### src/rtl/rtc_cal_pkg.sv
`timescale 1ns/1ps
package rtc_cal_pkg;

  localparam int ADDR_W = 3;
  localparam logic [ADDR_W-1:0] A_SEC   = 3'd0;
  localparam logic [ADDR_W-1:0] A_MIN   = 3'd1;
  localparam logic [ADDR_W-1:0] A_HOUR  = 3'd2;
  localparam logic [ADDR_W-1:0] A_DAY   = 3'd3;
  localparam logic [ADDR_W-1:0] A_WDAY  = 3'd4;
  localparam logic [ADDR_W-1:0] A_MONTH = 3'd5;
  localparam logic [ADDR_W-1:0] A_YEAR  = 3'd6;

  typedef struct packed {
    logic              advance;
    logic              wrEn;
    logic [ADDR_W-1:0] wrAddr;
    logic [7:0]        wrData;
  } rtcStrobe_t;

  // two-digit packed BCD increment (caller handles the wrap value)
  function automatic logic [7:0] bcdInc(input logic [7:0] v);
    if (v[3:0] == 4'd9) return {v[7:4] + 4'd1, 4'd0};
    else                return {v[7:4], v[3:0] + 4'd1};
  endfunction

  // leap test on a BCD year: binary value divisible by four
  function automatic logic bcdLeap(input logic [7:0] y);
    if (y[4]) return (y[3:0] == 4'd2) || (y[3:0] == 4'd6);
    else      return (y[3:0] == 4'd0) || (y[3:0] == 4'd4) || (y[3:0] == 4'd8);
  endfunction

  // last day of a BCD month, returned as BCD
  function automatic logic [5:0] lastDay(input logic [4:0] mon, input logic leap);
    case (mon)
      5'h02:                       return leap ? 6'h29 : 6'h28;
      5'h04, 5'h06, 5'h09, 5'h11:  return 6'h30;
      default:                     return 6'h31;
    endcase
  endfunction

endpackage

### src/rtl/rtc_prescaler.sv
`timescale 1ns/1ps
module rtc_prescaler #(
  parameter int DIV = 32768
) (
  input  logic clk,
  input  logic rstN,
  input  logic oscEn,
  input  logic hold,
  input  logic restart,
  output logic secTick
);
  localparam int DIV_W = (DIV > 2) ? $clog2(DIV) : 1;
  localparam logic [DIV_W-1:0] LAST = DIV_W'(DIV - 1);

  logic [DIV_W-1:0] cnt;

  always_ff @(posedge clk or negedge rstN) begin
    if (!rstN)                cnt <= '0;
    else if (hold || restart) cnt <= '0;
    else if (oscEn)           cnt <= (cnt == LAST) ? '0 : cnt + 1'b1;
  end

  assign secTick = oscEn && !hold && !restart && (cnt == LAST);

  // a held prescaler sits at its start point
  a_r8_hold_clears: assert property (@(posedge clk) disable iff (!rstN)
    hold |=> (cnt == '0));

endmodule

### src/rtl/rtc_ctrl.sv
`timescale 1ns/1ps
module rtc_ctrl
  import rtc_cal_pkg::*;
(
  input  logic              clk,
  input  logic              rstN,
  input  logic              secTick,
  input  logic              accActive,
  input  logic              regWr,
  input  logic [ADDR_W-1:0] regAddr,
  input  logic [7:0]        wrData,
  output rtcStrobe_t        strb,
  output logic              pendQ
);
  logic pendNext;

  always_comb begin
    strb.wrEn    = regWr;
    strb.wrAddr  = regAddr;
    strb.wrData  = wrData;
    strb.advance = !accActive && !regWr && (pendQ || secTick);
    if (regWr)          pendNext = 1'b0;
    else if (accActive) pendNext = pendQ || secTick;
    else                pendNext = pendQ && secTick;
  end

  always_ff @(posedge clk or negedge rstN) begin
    if (!rstN) pendQ <= 1'b0;
    else       pendQ <= pendNext;
  end

  // a remembered tick survives until the window closes
  a_r6_pend_kept: assert property (@(posedge clk) disable iff (!rstN)
    (accActive && pendQ && !regWr) |=> pendQ);

endmodule

### src/rtl/rtc_datapath.sv
`timescale 1ns/1ps
module rtc_datapath
  import rtc_cal_pkg::*;
(
  input  logic              clk,
  input  logic              rstN,
  input  rtcStrobe_t        strb,
  input  logic              hour12,
  input  logic              oscStopEvt,
  input  logic [ADDR_W-1:0] rdAddr,
  output logic [7:0]        rdData,
  output logic [6:0]        secView
);
  logic [6:0] secQ, minQ;
  logic [5:0] hourQ, dayQ;
  logic [2:0] wdayQ;
  logic [4:0] monQ;
  logic [7:0] yearQ;
  logic       osfQ;

  logic       cSec, cMin, cHour, cDay, cMon;
  logic       hourWrap, dayWrap;
  logic [5:0] hourNext;

  always_comb begin
    hourWrap = hour12 ? (hourQ[5] && hourQ[4:0] == 5'h11) : (hourQ == 6'h23);
    if (!hour12)                 hourNext = hourWrap ? 6'h00 : 6'(bcdInc({2'b00, hourQ}));
    else if (hourQ[4:0] == 5'h12) hourNext = {hourQ[5], 5'h01};
    else if (hourQ[4:0] == 5'h11) hourNext = {~hourQ[5], 5'h12};
    else                          hourNext = {hourQ[5], 5'(bcdInc({3'b000, hourQ[4:0]}))};
    dayWrap = (dayQ == lastDay(monQ, bcdLeap(yearQ)));
    cSec  = (secQ == 7'h59);
    cMin  = cSec && (minQ == 7'h59);
    cHour = cMin && hourWrap;
    cDay  = cHour && dayWrap;
    cMon  = cDay && (monQ == 5'h12);
  end

  always_ff @(posedge clk or negedge rstN) begin
    if (!rstN) begin
      secQ <= '0; minQ <= '0; hourQ <= '0; dayQ <= 6'h01;
      wdayQ <= '0; monQ <= 5'h01; yearQ <= '0; osfQ <= 1'b1;
    end else begin
      if (strb.wrEn) begin
        case (strb.wrAddr)
          A_SEC:   begin secQ <= strb.wrData[6:0]; osfQ <= strb.wrData[7]; end
          A_MIN:   minQ  <= strb.wrData[6:0];
          A_HOUR:  hourQ <= strb.wrData[5:0];
          A_DAY:   dayQ  <= strb.wrData[5:0];
          A_WDAY:  wdayQ <= strb.wrData[2:0];
          A_MONTH: monQ  <= strb.wrData[4:0];
          A_YEAR:  yearQ <= strb.wrData;
          default: ;
        endcase
      end else if (strb.advance) begin
        secQ <= cSec ? 7'h00 : 7'(bcdInc({1'b0, secQ}));
        if (cSec)  minQ  <= (minQ == 7'h59) ? 7'h00 : 7'(bcdInc({1'b0, minQ}));
        if (cMin)  hourQ <= hourNext;
        if (cHour) begin
          dayQ  <= dayWrap ? 6'h01 : 6'(bcdInc({2'b00, dayQ}));
          wdayQ <= (wdayQ == 3'd6) ? 3'd0 : wdayQ + 3'd1;
        end
        if (cDay)  monQ  <= cMon ? 5'h01 : 5'(bcdInc({3'b000, monQ}));
        if (cMon)  yearQ <= (yearQ == 8'h99) ? 8'h00 : bcdInc(yearQ);
      end
      if (oscStopEvt) osfQ <= 1'b1;
    end
  end

  always_comb begin
    case (rdAddr)
      A_SEC:   rdData = {osfQ, secQ};
      A_MIN:   rdData = {1'b0, minQ};
      A_HOUR:  rdData = {2'b00, hourQ};
      A_DAY:   rdData = {2'b00, dayQ};
      A_WDAY:  rdData = {5'b00000, wdayQ};
      A_MONTH: rdData = {3'b000, monQ};
      A_YEAR:  rdData = yearQ;
      default: rdData = 8'h00;
    endcase
  end

  assign secView = secQ;

  // seconds only move on an advance or a write
  a_r2_sec_held: assert property (@(posedge clk) disable iff (!rstN)
    (!strb.advance && !strb.wrEn) |=> $stable(secQ));
  // day and month never read zero, units digit stays decimal
  a_r1_fields_valid: assert property (@(posedge clk) disable iff (!rstN)
    (dayQ != 6'h00) && (monQ != 5'h00) && (secQ[3:0] <= 4'd9));
  // a stop event raises the flag
  a_r9_osf_set: assert property (@(posedge clk) disable iff (!rstN)
    oscStopEvt |=> osfQ);

endmodule

### src/rtl/rtc_calendar_top.sv
`timescale 1ns/1ps
module rtc_calendar_top
  import rtc_cal_pkg::*;
#(
  parameter int DIV = 32768
) (
  input  logic       clk,
  input  logic       rstN,
  input  logic       oscEn,
  input  logic       stopHold,
  input  logic       hour12,
  input  logic       accActive,
  input  logic       regWr,
  input  logic [2:0] regAddr,
  input  logic [7:0] wrData,
  input  logic       oscStopEvt,
  output logic [7:0] rdData
);
  logic       secTick;
  logic       pendQ;
  rtcStrobe_t strb;
  logic [6:0] secView;

  rtc_prescaler #(.DIV(DIV)) presc_i (
    .clk(clk), .rstN(rstN), .oscEn(oscEn), .hold(stopHold),
    .restart(regWr), .secTick(secTick)
  );

  rtc_ctrl ctrl_i (
    .clk(clk), .rstN(rstN), .secTick(secTick), .accActive(accActive),
    .regWr(regWr), .regAddr(regAddr), .wrData(wrData),
    .strb(strb), .pendQ(pendQ)
  );

  rtc_datapath dp_i (
    .clk(clk), .rstN(rstN), .strb(strb), .hour12(hour12),
    .oscStopEvt(oscStopEvt), .rdAddr(regAddr), .rdData(rdData),
    .secView(secView)
  );

  // access window freezes the time
  a_r5_frozen: assert property (@(posedge clk) disable iff (!rstN)
    (accActive && !regWr) |=> $stable(secView));
  // remembered tick is applied once the window closes
  a_r6_served: assert property (@(posedge clk) disable iff (!rstN)
    (!accActive && pendQ && !regWr) |=> (secView != $past(secView)));

endmodule

### config.mk
export PLATFORM = sky130hd
export DESIGN_NAME = rtc_calendar_top
export DESIGN_NICKNAME = d
export VERILOG_FILES = /design/src/rtl/rtc_cal_pkg.sv /design/src/rtl/rtc_prescaler.sv /design/src/rtl/rtc_ctrl.sv /design/src/rtl/rtc_datapath.sv /design/src/rtl/rtc_calendar_top.sv
export SDC_FILE = /design/constraint.sdc
export NUM_CORES = 1
export LEC_CHECK = 0
export BUFFER_PORTS_ARGS = -buffer_cell sky130_fd_sc_hd__buf_2
export CAP_MARGIN = 20
export CORE_ASPECT_RATIO = 1.1
export CORE_UTILIZATION = 55
export CTS_CLUSTER_SIZE = 8
export DETAILED_ROUTE_END_ITERATION = 10
export PLACE_DENSITY = 0.8
export SLEW_MARGIN = 20
export SYNTH_ARGS = -nofsm -noshare
export SYNTH_HDL_FRONTEND = slang
export SYNTH_SLANG_ARGS = --single-unit
### constraint.sdc
create_clock -name clk -period 2.9 [get_ports clk]
set_input_delay 0.29 -clock clk [delete_from_list [all_inputs] [get_ports clk]]
set_output_delay 0.29 -clock clk [all_outputs]
set_load 0.01 [all_outputs]
; Yosys cells after proc, flatten, opt, wreduce, memory -nomap -nowiden
; Cells that the tools add are included.
[word_totals]
ff_bits = 59
wordCells = 183
in_bits = 19
out_inout_bits = 8
[classes]
eq_ne = 41
bitwise_logic = 1
add_sub_neg = 15
n_reduce_logical = 52
n_mux = 57
[op_table]
columns = operator, n
row1 = $mux 6, 15
row2 = $mux 7, 11
row3 = $pmux 8 s7, 1
row4 = $mux 8, 6
row5 = $mux 15, 3
row6 = $mux 5, 7
row7 = $add 4x1->4 const B, 7
row8 = $eq 4x4->1 const B, 7
row9 = $reduce_and 3->1, 7
row10 = $eq 5x5->1 const B, 4
row11 = $reduce_bool 2->1, 9
row12 = $reduce_and 4->1, 4
row13 = $add 15x1->15 const B, 1
row14 = $eq 15x15->1 const B, 1
row15 = $mux 3, 5
row16 = $reduce_bool 3->1, 5
row17 = $eq 7x7->1 const B, 2
row18 = $ne 2x1->1 const B, 7
row19 = $eq 3x3->1 const B, 4
row20 = $pmux 6 s2, 1
row21 = $logic_and 1x1->1, 11
row22 = $eq 5x3->1 const B, 2
row23 = $add 3x1->3 const B, 3
row24 = $eq 4x3->1 const B, 2
row25 = other kinds (24), 41

; Depth between registers and ports, before layout
; Gate-level depths: netlist of run 1.
[depth]
ltp_word = 13
mapped_depth = 10
depth_no_buf = 9

; Hierarchy
; A second synthesis of run 1 with hierarchy kept.
[unflattened]
hier_cells = 516
area_unflattened_um2 = 4445.5
[by_module_without_submodules]
columns = module, seq_area_each_um2, n_inst, area_per_inst_um2, cells_each
row1 = rtc_datapath, 1079.8, 1, 3432.0, 402
row2 = rtc_prescaler, 375.4, 1, 875.8, 96
row3 = rtc_ctrl, 25.0, 1, 137.6, 18

; Worst setup path after synthesis of run 1
; OpenSTA, ideal clock, no wires.
[synth_path]
path_kind = flip-flop to flip-flop
start = register dp_i.minQ[1]
end = register dp_i.yearQ[4]
setup_time_ns = 0.125
stages_incl_launch_ff = 11
n_path_buf = 1
required_time_ns = 2.775
arrival_time_ns = 2.141
period_less_slack_ns = 2.266
setup_slack_ns = 0.634
cell_sequence = dfrtp_1 -> inv_1 -> ha_1 -> nand3b_4 -> nor4_4 -> a21boi_2 -> and4_1 -> and3_1 -> buf_6 -> a31o_4 -> mux2_4
[synth_between]
elab_chain_cells = 7
[synth_rtl]
columns = element, line
row1 = from (decl), rtc_datapath.sv:14  ; logic [6:0] secQ, minQ;
row2 = from (signal assigned), rtc_datapath.sv:47  ; A_MIN: minQ <= strb.wrData[6:0];
row3 = from (signal assigned), rtc_datapath.sv:57  ; if (cSec) minQ <= (minQ == 7'h59) ? 7'h00 : 7'(bcdInc({1'b0, minQ}));
row4 = $eq 7x7->1, rtc_datapath.sv:33  ; cMin = cSec && (minQ == 7'h59);
row5 = $logic_and 1x1->1, rtc_datapath.sv:33
row6 = $logic_and 1x1->1, rtc_datapath.sv:34  ; cHour = cMin && hourWrap;
row7 = $logic_and 1x1->1, rtc_datapath.sv:35  ; cDay = cHour && dayWrap;
row8 = $logic_and 1x1->1, rtc_datapath.sv:36  ; cMon = cDay && (monQ == 5'h12);
row9 = $reduce_bool 2->1 (no line), n/a
row10 = $reduce_and 4->1 (no line), n/a
row11 = to (signal assigned), rtc_datapath.sv:52  ; A_YEAR: yearQ <= strb.wrData;
row12 = to (signal assigned), rtc_datapath.sv:64  ; if (cMon) yearQ <= (yearQ == 8'h99) ? 8'h00 : bcdInc(yearQ);
row13 = to (decl), rtc_datapath.sv:18  ; logic [7:0] yearQ;
; Every way passes these cells.
; A chain may end at the register's enable or synchronous reset.

; Final worst setup path of run 1
[layout_path]
start = register dp_i.minQ[1]
end = register dp_i.yearQ[5]
; Same word-level chain as after synthesis.

==> metrics.md, run 1 <==
| Metric | Value |
|---|---|
| Share of final-layout standard cells stronger than drive strength 1 | `0.140` |
| Status | `finished clean` |
| EDFF count, synth | `0` |
| Maximum operating frequency | `390 MHz` |
| Horiz. Die Dim | `85.9 um` |
| Max-cap violations | `0` |
| Number of DRC violations after detailed routing | `0` |
| Post-synthesis cell count | `502` |
| Critical Path Start | `dp_i.minQ[1]` |
| Post-Route Setup TNS | `0 ns` |
| Register area | `0.00148 mm^2` |
| WHS | `0.0883 ns` |
| DR vias/cell | `6.35` |
| Via count of the first global-routing pass | `3645` |
| Slew Viols, Final | `0` |
| Top-Level Pins | `27` |
| Number of DRC violations after detailed-routing iteration 0 | `384` |
| Global placement routability congestion | `0.898` |
| Data arrival time of the critical path | `2.82 ns` |
| Reg-to-reg critical path endpoint | `dp_i.yearQ[5]` |
| Total setup violations reported at the end of the flow | `0` |
| Worst flop-to-flop path startpoint | `dp_i.minQ[1]` |
| GR Overflow Total | `0` |
| Die Outline Area | `0.00810 mm^2` |
| Most used cells in the layout excluding fill and tap cells | `sky130_fd_sc_hd__nand2_1 (56), sky130_fd_sc_hd__dfrtp_1 (56), sky130_fd_sc_hd__nor2_1 (50), sky130_fd_sc_hd__o21ai_0 (49), sky130_fd_sc_hd__buf_2 (26)` |
| CTS Buf Count | `9` |
| Total number of H-tree levels | `3` |
| Clock transition at the registers of the reported paths | `0.08 ns` |
| Height of the die | `94.3 um` |
| CTS tree | `done` |
| Pre-Repair DR Iteration Count | `5` |
| Initial cell density of the core | `0.570` |
| Pin count of the biggest net entering global routing | `60` |
| Number of rows in the core area | `33` |
| Diode insertion count for antenna repair | `0` |
| Layout overhead on the synthesized area | `9.32%` |
| Cell area after synthesis | `0.00426 mm^2` |
| Layout filler cell count | `611` |
| Min Tclk post-route | `2.57 ns` |
| Clock sink count | `59` |
| Number of failing hold endpoints at the final stage | `0` |
| Cell at the root of the clock tree | `sky130_fd_sc_hd__clkbuf_8` |
| WS Path Type | `reg2reg` |
| Kind of start point of the critical path | `flop` |
| Post-synth cell types | `70` |
| Synth Register Bits | `59` |
| Worst reg-to-reg path cell count | `9` |
| Routed len/inst | `17.5 um` |
| Buffers inserted by post-CTS timing repair | `0` |
| Clock latency on the worst-skew pair | `0.36 ns` |
| Remaining number of nets flagged by the antenna check after routing | `0` |
| Net count, final | `550` |
| Initial antenna violation count | `0` |
| Setup crit end kind | `flop` |
| Total Routing Usage GR | `0.286` |
| Total area of multi-input combinational cells | `0.00258 mm^2` |
| Worst Max-Slew Pin Slew | `0.758 ns` |
| Predominant post-synthesis flop cell | `sky130_fd_sc_hd__dfrtp_1` |
| Vias after detailed routing | `3982` |
| Routed wire length | `11.0 mm` |
| Power per Cell Area | `592 mW/mm^2` |
| Setup slack of the worst register-to-register path | `0.33 ns` |
| Deepest clock path buffer count | `2` |
| Fin Clk Skew | `0.00865 ns` |
| Hold-fix buffers at CTS | `0` |
| Post-CTS resize count | `0` |
| Post-detailed-placement half-perimeter wirelength | `7.62 mm` |
| Syn Area/Cell | `8.48 um^2` |
| Post-synthesis net count | `535` |
| FFs w/ async S/R, synth | `1.00` |
| Port buffer count | `26` |
| Path type of the worst min-delay path | `in2async` |
| Data required time at the worst endpoint | `3.15 ns` |
| CP Max Fanout | `7` |
| Delay of the slowest cell on the worst path | `0.43 ns` |
| Slowest-stage cell, CP | `sky130_fd_sc_hd__dfrtp_1` |
| Warnings from Yosys | `0` |
| Core region area | `0.00747 mm^2` |
| Headroom to the max-slew limit | `0.495` |
| Share of the yosys chip area belonging to registers | `0.348` |
| Wire length of the first global-routing pass | `17.8 mm` |
| Worst IR Drop VDD | `0.377 mV` |
| Crit path cell chain | `inv_1 -> ha_1 -> nand3b_4 -> nor4_4 -> a21boi_2 -> and4_1 -> and3_1 -> a31o_4 -> mux2_4` |
| Final critical-path share of the clock period | `0.885` |
| Leakage power | `2.02 nW` |
| RSZ-0062 raised after global routing | `false` |
[where the power goes]
group / switching [mW] / leakage [nW] / internal (mW) / total (mW)
logic: 0.353 / 1.18 / 0.315 / 0.668
clock network: 0.393 / 0.114 / 0.491 / 0.884
registers: 0.243 / 0.718 / 0.959 / 1.20
[cells in the mapped netlist, types with 3 or more instances]
| cell | n | area share |
|---|---|---|
| sky130_fd_sc_hd__a21oi_1 | 22 | 0.026 |
| sky130_fd_sc_hd__a22o_1 | 11 | 0.023 |
| sky130_fd_sc_hd__a22oi_1 | 9 | 0.016 |
| sky130_fd_sc_hd__a31oi_1 | 9 | 0.013 |
| sky130_fd_sc_hd__a32o_1 | 3 | 0.0071 |
| sky130_fd_sc_hd__and2_1 | 7 | 0.010 |
| sky130_fd_sc_hd__and3_1 | 12 | 0.018 |
| sky130_fd_sc_hd__and4_1 | 3 | 0.0062 |
| sky130_fd_sc_hd__buf_1 | 4 | 0.0035 |
| sky130_fd_sc_hd__buf_2 | 3 | 0.0035 |
| sky130_fd_sc_hd__clkbuf_1 | 16 | 0.014 |
| sky130_fd_sc_hd__dfrtp_1 | 56 | 0.33 |
| sky130_fd_sc_hd__dfstp_2 | 3 | 0.019 |
| sky130_fd_sc_hd__ha_1 | 14 | 0.041 |
| sky130_fd_sc_hd__inv_1 | 18 | 0.016 |
| sky130_fd_sc_hd__mux2_2 | 6 | 0.016 |
| sky130_fd_sc_hd__mux2_4 | 3 | 0.011 |
| sky130_fd_sc_hd__mux2i_1 | 9 | 0.021 |
| sky130_fd_sc_hd__nand2_1 | 56 | 0.049 |
| sky130_fd_sc_hd__nand2b_1 | 5 | 0.0073 |
| sky130_fd_sc_hd__nand3_1 | 21 | 0.025 |
| sky130_fd_sc_hd__nand3b_1 | 5 | 0.0088 |
| sky130_fd_sc_hd__nand4_1 | 6 | 0.0088 |
| sky130_fd_sc_hd__nor2_1 | 50 | 0.044 |
| sky130_fd_sc_hd__nor2b_1 | 10 | 0.015 |
| sky130_fd_sc_hd__nor3_1 | 5 | 0.0059 |
| sky130_fd_sc_hd__nor3b_1 | 4 | 0.0071 |
| sky130_fd_sc_hd__o211ai_1 | 8 | 0.014 |
| sky130_fd_sc_hd__o21a_1 | 5 | 0.0088 |
| sky130_fd_sc_hd__o21ai_0 | 49 | 0.058 |
| sky130_fd_sc_hd__o21ai_1 | 5 | 0.0059 |
| sky130_fd_sc_hd__o221ai_1 | 5 | 0.010 |
| sky130_fd_sc_hd__o22ai_1 | 3 | 0.0044 |
| sky130_fd_sc_hd__o31ai_1 | 6 | 0.011 |
| sky130_fd_sc_hd__xnor2_1 | 5 | 0.010 |
| sky130_fd_sc_hd__xor2_1 | 6 | 0.012 |
[cells by family (layout without fill, tap and decap cells)]
kind of cell,count (synthesis),in the layout,synth area share
xor+xnor,11,11,0.0226
simple gates,195,195,0.236
compound gates,159,159,0.253
mux,19,19,0.0538
flops,59,59,0.348
fa+ha+maj,14,14,0.0412
buf+inv,45,65,0.0459
[worst max path at each step]
stage	slack (ns)	to
4_1_cts	0.19	dp_i.monQ[4]
6_report	0.33	dp_i.yearQ[5]
2_1_floorplan	0.63	dp_i.yearQ[4]
5_1_grt	0.13	dp_i.monQ[4]
3_5_place_dp	0.20	dp_i.monQ[4]
3_3_place_gp	0.35	dp_i.monQ[4]
[worst max-delay path: cells and delay by family (launching register included)]
family | cells | cell delay (ns)
AOI/OAI and AO/OA | 2 | 0.47
adders and majority gates | 1 | 0.19
buffers and inverters | 1 | 0.09
DFF | 1 | 0.43
muxes | 1 | 0.29
and+or+nand+nor | 4 | 1.00
[state kept, by name (all words and copies together), names as in the netlist]
register and count:
dp_i.wdayQ 3, dp_i.dayQ 6, dp_i.monQ 5, dp_i.osfQ 1, presc_i.cnt 15, ctrl_i.pendQ 1
dp_i.minQ 7, dp_i.yearQ 8, dp_i.hourQ 6, dp_i.secView 7
[through the flow]
step / setup WS [ns] / total power, mW / instances / utilization / cell area, um^2
floorplan: 0.634 / 1.66 / 502 / - / 4260
global placement: 0.345 / 1.82 / 611 / 0.593 / 4430
detailed placement: 0.201 / 1.86 / 611 / 0.593 / 4430
CTS: 0.185 / 2.75 / 627 / 0.622 / 4650
global route: 0.131 / 2.90 / 627 / 0.623 / 4650
finish: 0.333 / 2.75 / 627 / 0.623 / 4650
[per-layer routing]
layer,track usage,vias to the layer above,share of wire
met5,0,-,0
met4,0.153,0,0.037
met3,0.0448,33,0.065
met2,0.464,160,0.48
met1,0.365,1918,0.42
li1,-,1871,-
[layout make-up]
cell class              instances  share of cell area
clock inverters                 7              0.0215
repair buffers                 31              0.0360
flip-flops and latches         59               0.318
multi-input cells             398               0.555
inverters                      18              0.0145
clock buffers                   9              0.0266
well taps                     105              0.0282
Power figures use the tool's default switching activity.
==> inputs of run 2 (changes only) <==
CORE_MARGIN = 4   (was not set)
CTS_CLUSTER_SIZE = 14   (was 8)
==> metrics.md, run 2 (synthesized netlist as in run 1, its figures left out) <==
| Metric | Value |
|---|---|
| Status | `finished clean` |
| Diode insertion count for antenna repair | `0` |
| Min Tclk post-route | `2.55 ns` |
| Final critical-path share of the clock period | `0.878` |
| Post-CTS resize count | `0` |
| Vias after detailed routing | `4024` |
| Die Outline Area | `0.00921 mm^2` |
| Headroom to the max-slew limit | `0.548` |
| Via count of the first global-routing pass | `3843` |
| Number of rows in the core area | `33` |
| Deepest clock path buffer count | `2` |
| Fin Clk Skew | `0.0177 ns` |
| Share of final-layout standard cells stronger than drive strength 1 | `0.141` |
| Top-Level Pins | `27` |
| Total Routing Usage GR | `0.254` |
| Clock sink count | `59` |
| Post-detailed-placement half-perimeter wirelength | `8.01 mm` |
| RSZ-0062 raised after global routing | `false` |
| CTS tree | `done` |
| Max-cap violations | `0` |
| Buffers inserted by post-CTS timing repair | `0` |
| Data arrival time of the critical path | `2.78 ns` |
| Height of the die | `100 um` |
| Total number of H-tree levels | `3` |
| Routed wire length | `11.1 mm` |
| Area of all placed cells without fillers | `0.00464 mm^2` |
| Horiz. Die Dim | `91.9 um` |
| Wire length of the first global-routing pass | `18.8 mm` |
| Number of flip-flops in the largest register | `15` |
| Setup crit end kind | `flop` |
| Remaining number of nets flagged by the antenna check after routing | `0` |
| Clock transition at the registers of the reported paths | `0.08 ns` |
| Register name with the most flops | `presc_i.cnt` |
| Registers with the most flip-flops | `presc_i.cnt: 15 flops, dp_i.yearQ: 8 flops` |
| Pre-Repair DR Iteration Count | `6` |
| Worst IR Drop VDD | `0.445 mV` |
| Net count, final | `553` |
| Port buffer count | `26` |
| Placed cell areas | `0.00444 mm^2` |
| WS Path Type | `reg2reg` |
| Post-Route Setup TNS | `0 ns` |
| Total setup violations reported at the end of the flow | `0` |
| Fin util | `0.617` |
| Cell at the root of the clock tree | `sky130_fd_sc_hd__clkbuf_8` |
| Hold-fix buffers at CTS | `1` |
| Worst Max-Slew Pin Slew | `0.671 ns` |
| GR Overflow Total | `0` |
| Number of DRC violations after detailed-routing iteration 0 | `383` |
| Number of failing hold endpoints at the final stage | `0` |
| Core region area | `0.00751 mm^2` |
| DR vias/cell | `6.39` |
| Slew Viols, Final | `0` |
| CTS Buf Count | `9` |
| Routed len/inst | `17.5 um` |
| Layout overhead on the synthesized area | `8.91%` |
| Path type of the worst min-delay path | `in2reg` |
| Maximum operating frequency | `393 MHz` |
| Clock latency on the worst-skew pair | `0.36 ns` |
| Most used cells in the layout excluding fill and tap cells | `sky130_fd_sc_hd__nand2_1 (56), sky130_fd_sc_hd__dfrtp_1 (56), sky130_fd_sc_hd__nor2_1 (50), sky130_fd_sc_hd__o21ai_0 (49), sky130_fd_sc_hd__buf_2 (26)` |
| Power per Cell Area | `558 mW/mm^2` |
| CP Max Fanout | `7` |
| Global placement routability congestion | `0.937` |
| Initial antenna violation count | `0` |
| Leakage power | `2.01 nW` |
| WHS | `0.132 ns` |
| Post-layout power | `2.59 mW` |
| Pin count of the biggest net entering global routing | `33` |
| Data required time at the worst endpoint | `3.13 ns` |
| Kind of start point of the critical path | `flop` |
| Number of DRC violations after detailed routing | `0` |
| Initial cell density of the core | `0.566` |
[run 2: metal layers]
| metal | wire length, um | GRT usage | vias up |
|---|---|---|---|
| met1 | 4450 | 0.316 | 1939 |
| met2 | 5450 | 0.431 | 186 |
| met4 | 305 | 0.106 | 0 |
| met3 | 844 | 0.0525 | 27 |
| li1 | - | - | 1872 |
| met5 | 0 | 0 | - |
[run 2: metrics by stage]
stage,worst slack (ns),instances
after floorplan,0.634,502
after global placement,0.479,613
after detailed placement,0.412,613
after CTS,0.370,630
after global routing,0.187,630
final,0.353,630
[run 2: power breakdown]
part           internal [mW]  leakage, nW  total (mW)  switching (mW)
sequential             0.959        0.718        1.20           0.243
combinational          0.315         1.20       0.671           0.356
clock                  0.323       0.0872       0.712           0.390
total                   1.60         2.01        2.59           0.989
[run 2: worst paths after layout]
path                                start  slack (ns)        endpoint  depth (start not counted)
setup / recovery             dp_i.minQ[1]        0.35   dp_i.yearQ[5]                          9
hold / removal                 oscStopEvt        0.13       dp_i.osfQ                          2
setup reg to reg             dp_i.minQ[1]        0.35   dp_i.yearQ[5]                          9
hold reg to reg            presc_i.cnt[8]        0.51  presc_i.cnt[8]                          1
max in group asynchronous            rstN        1.53    dp_i.dayQ[0]                          3
min in group asynchronous            rstN        0.47  presc_i.cnt[5]                          2
[run 2: cell type report]
class / instances / area, um^2
Tap cell: 105 / 131
Fill cell: 651 / 2880
Clock inverter: 7 / 58.8
Inverter: 18 / 67.6
Clock buffer: 9 / 124
Sequential cell: 59 / 1480
Timing Repair Buffer: 34 / 193
Multi-Input combinational cell: 398 / 2580
[run 2: worst max-delay path: stages (launching register included)]
cell                       delay (ns)
sky130_fd_sc_hd__dfrtp_1         0.41
sky130_fd_sc_hd__inv_1           0.10
sky130_fd_sc_hd__ha_1            0.20
sky130_fd_sc_hd__nand3b_4        0.12
sky130_fd_sc_hd__nor4_4          0.29
sky130_fd_sc_hd__a21boi_2        0.22
sky130_fd_sc_hd__and4_1          0.22
sky130_fd_sc_hd__and3_1          0.34
sky130_fd_sc_hd__a31o_4          0.24
sky130_fd_sc_hd__mux2_4          0.29
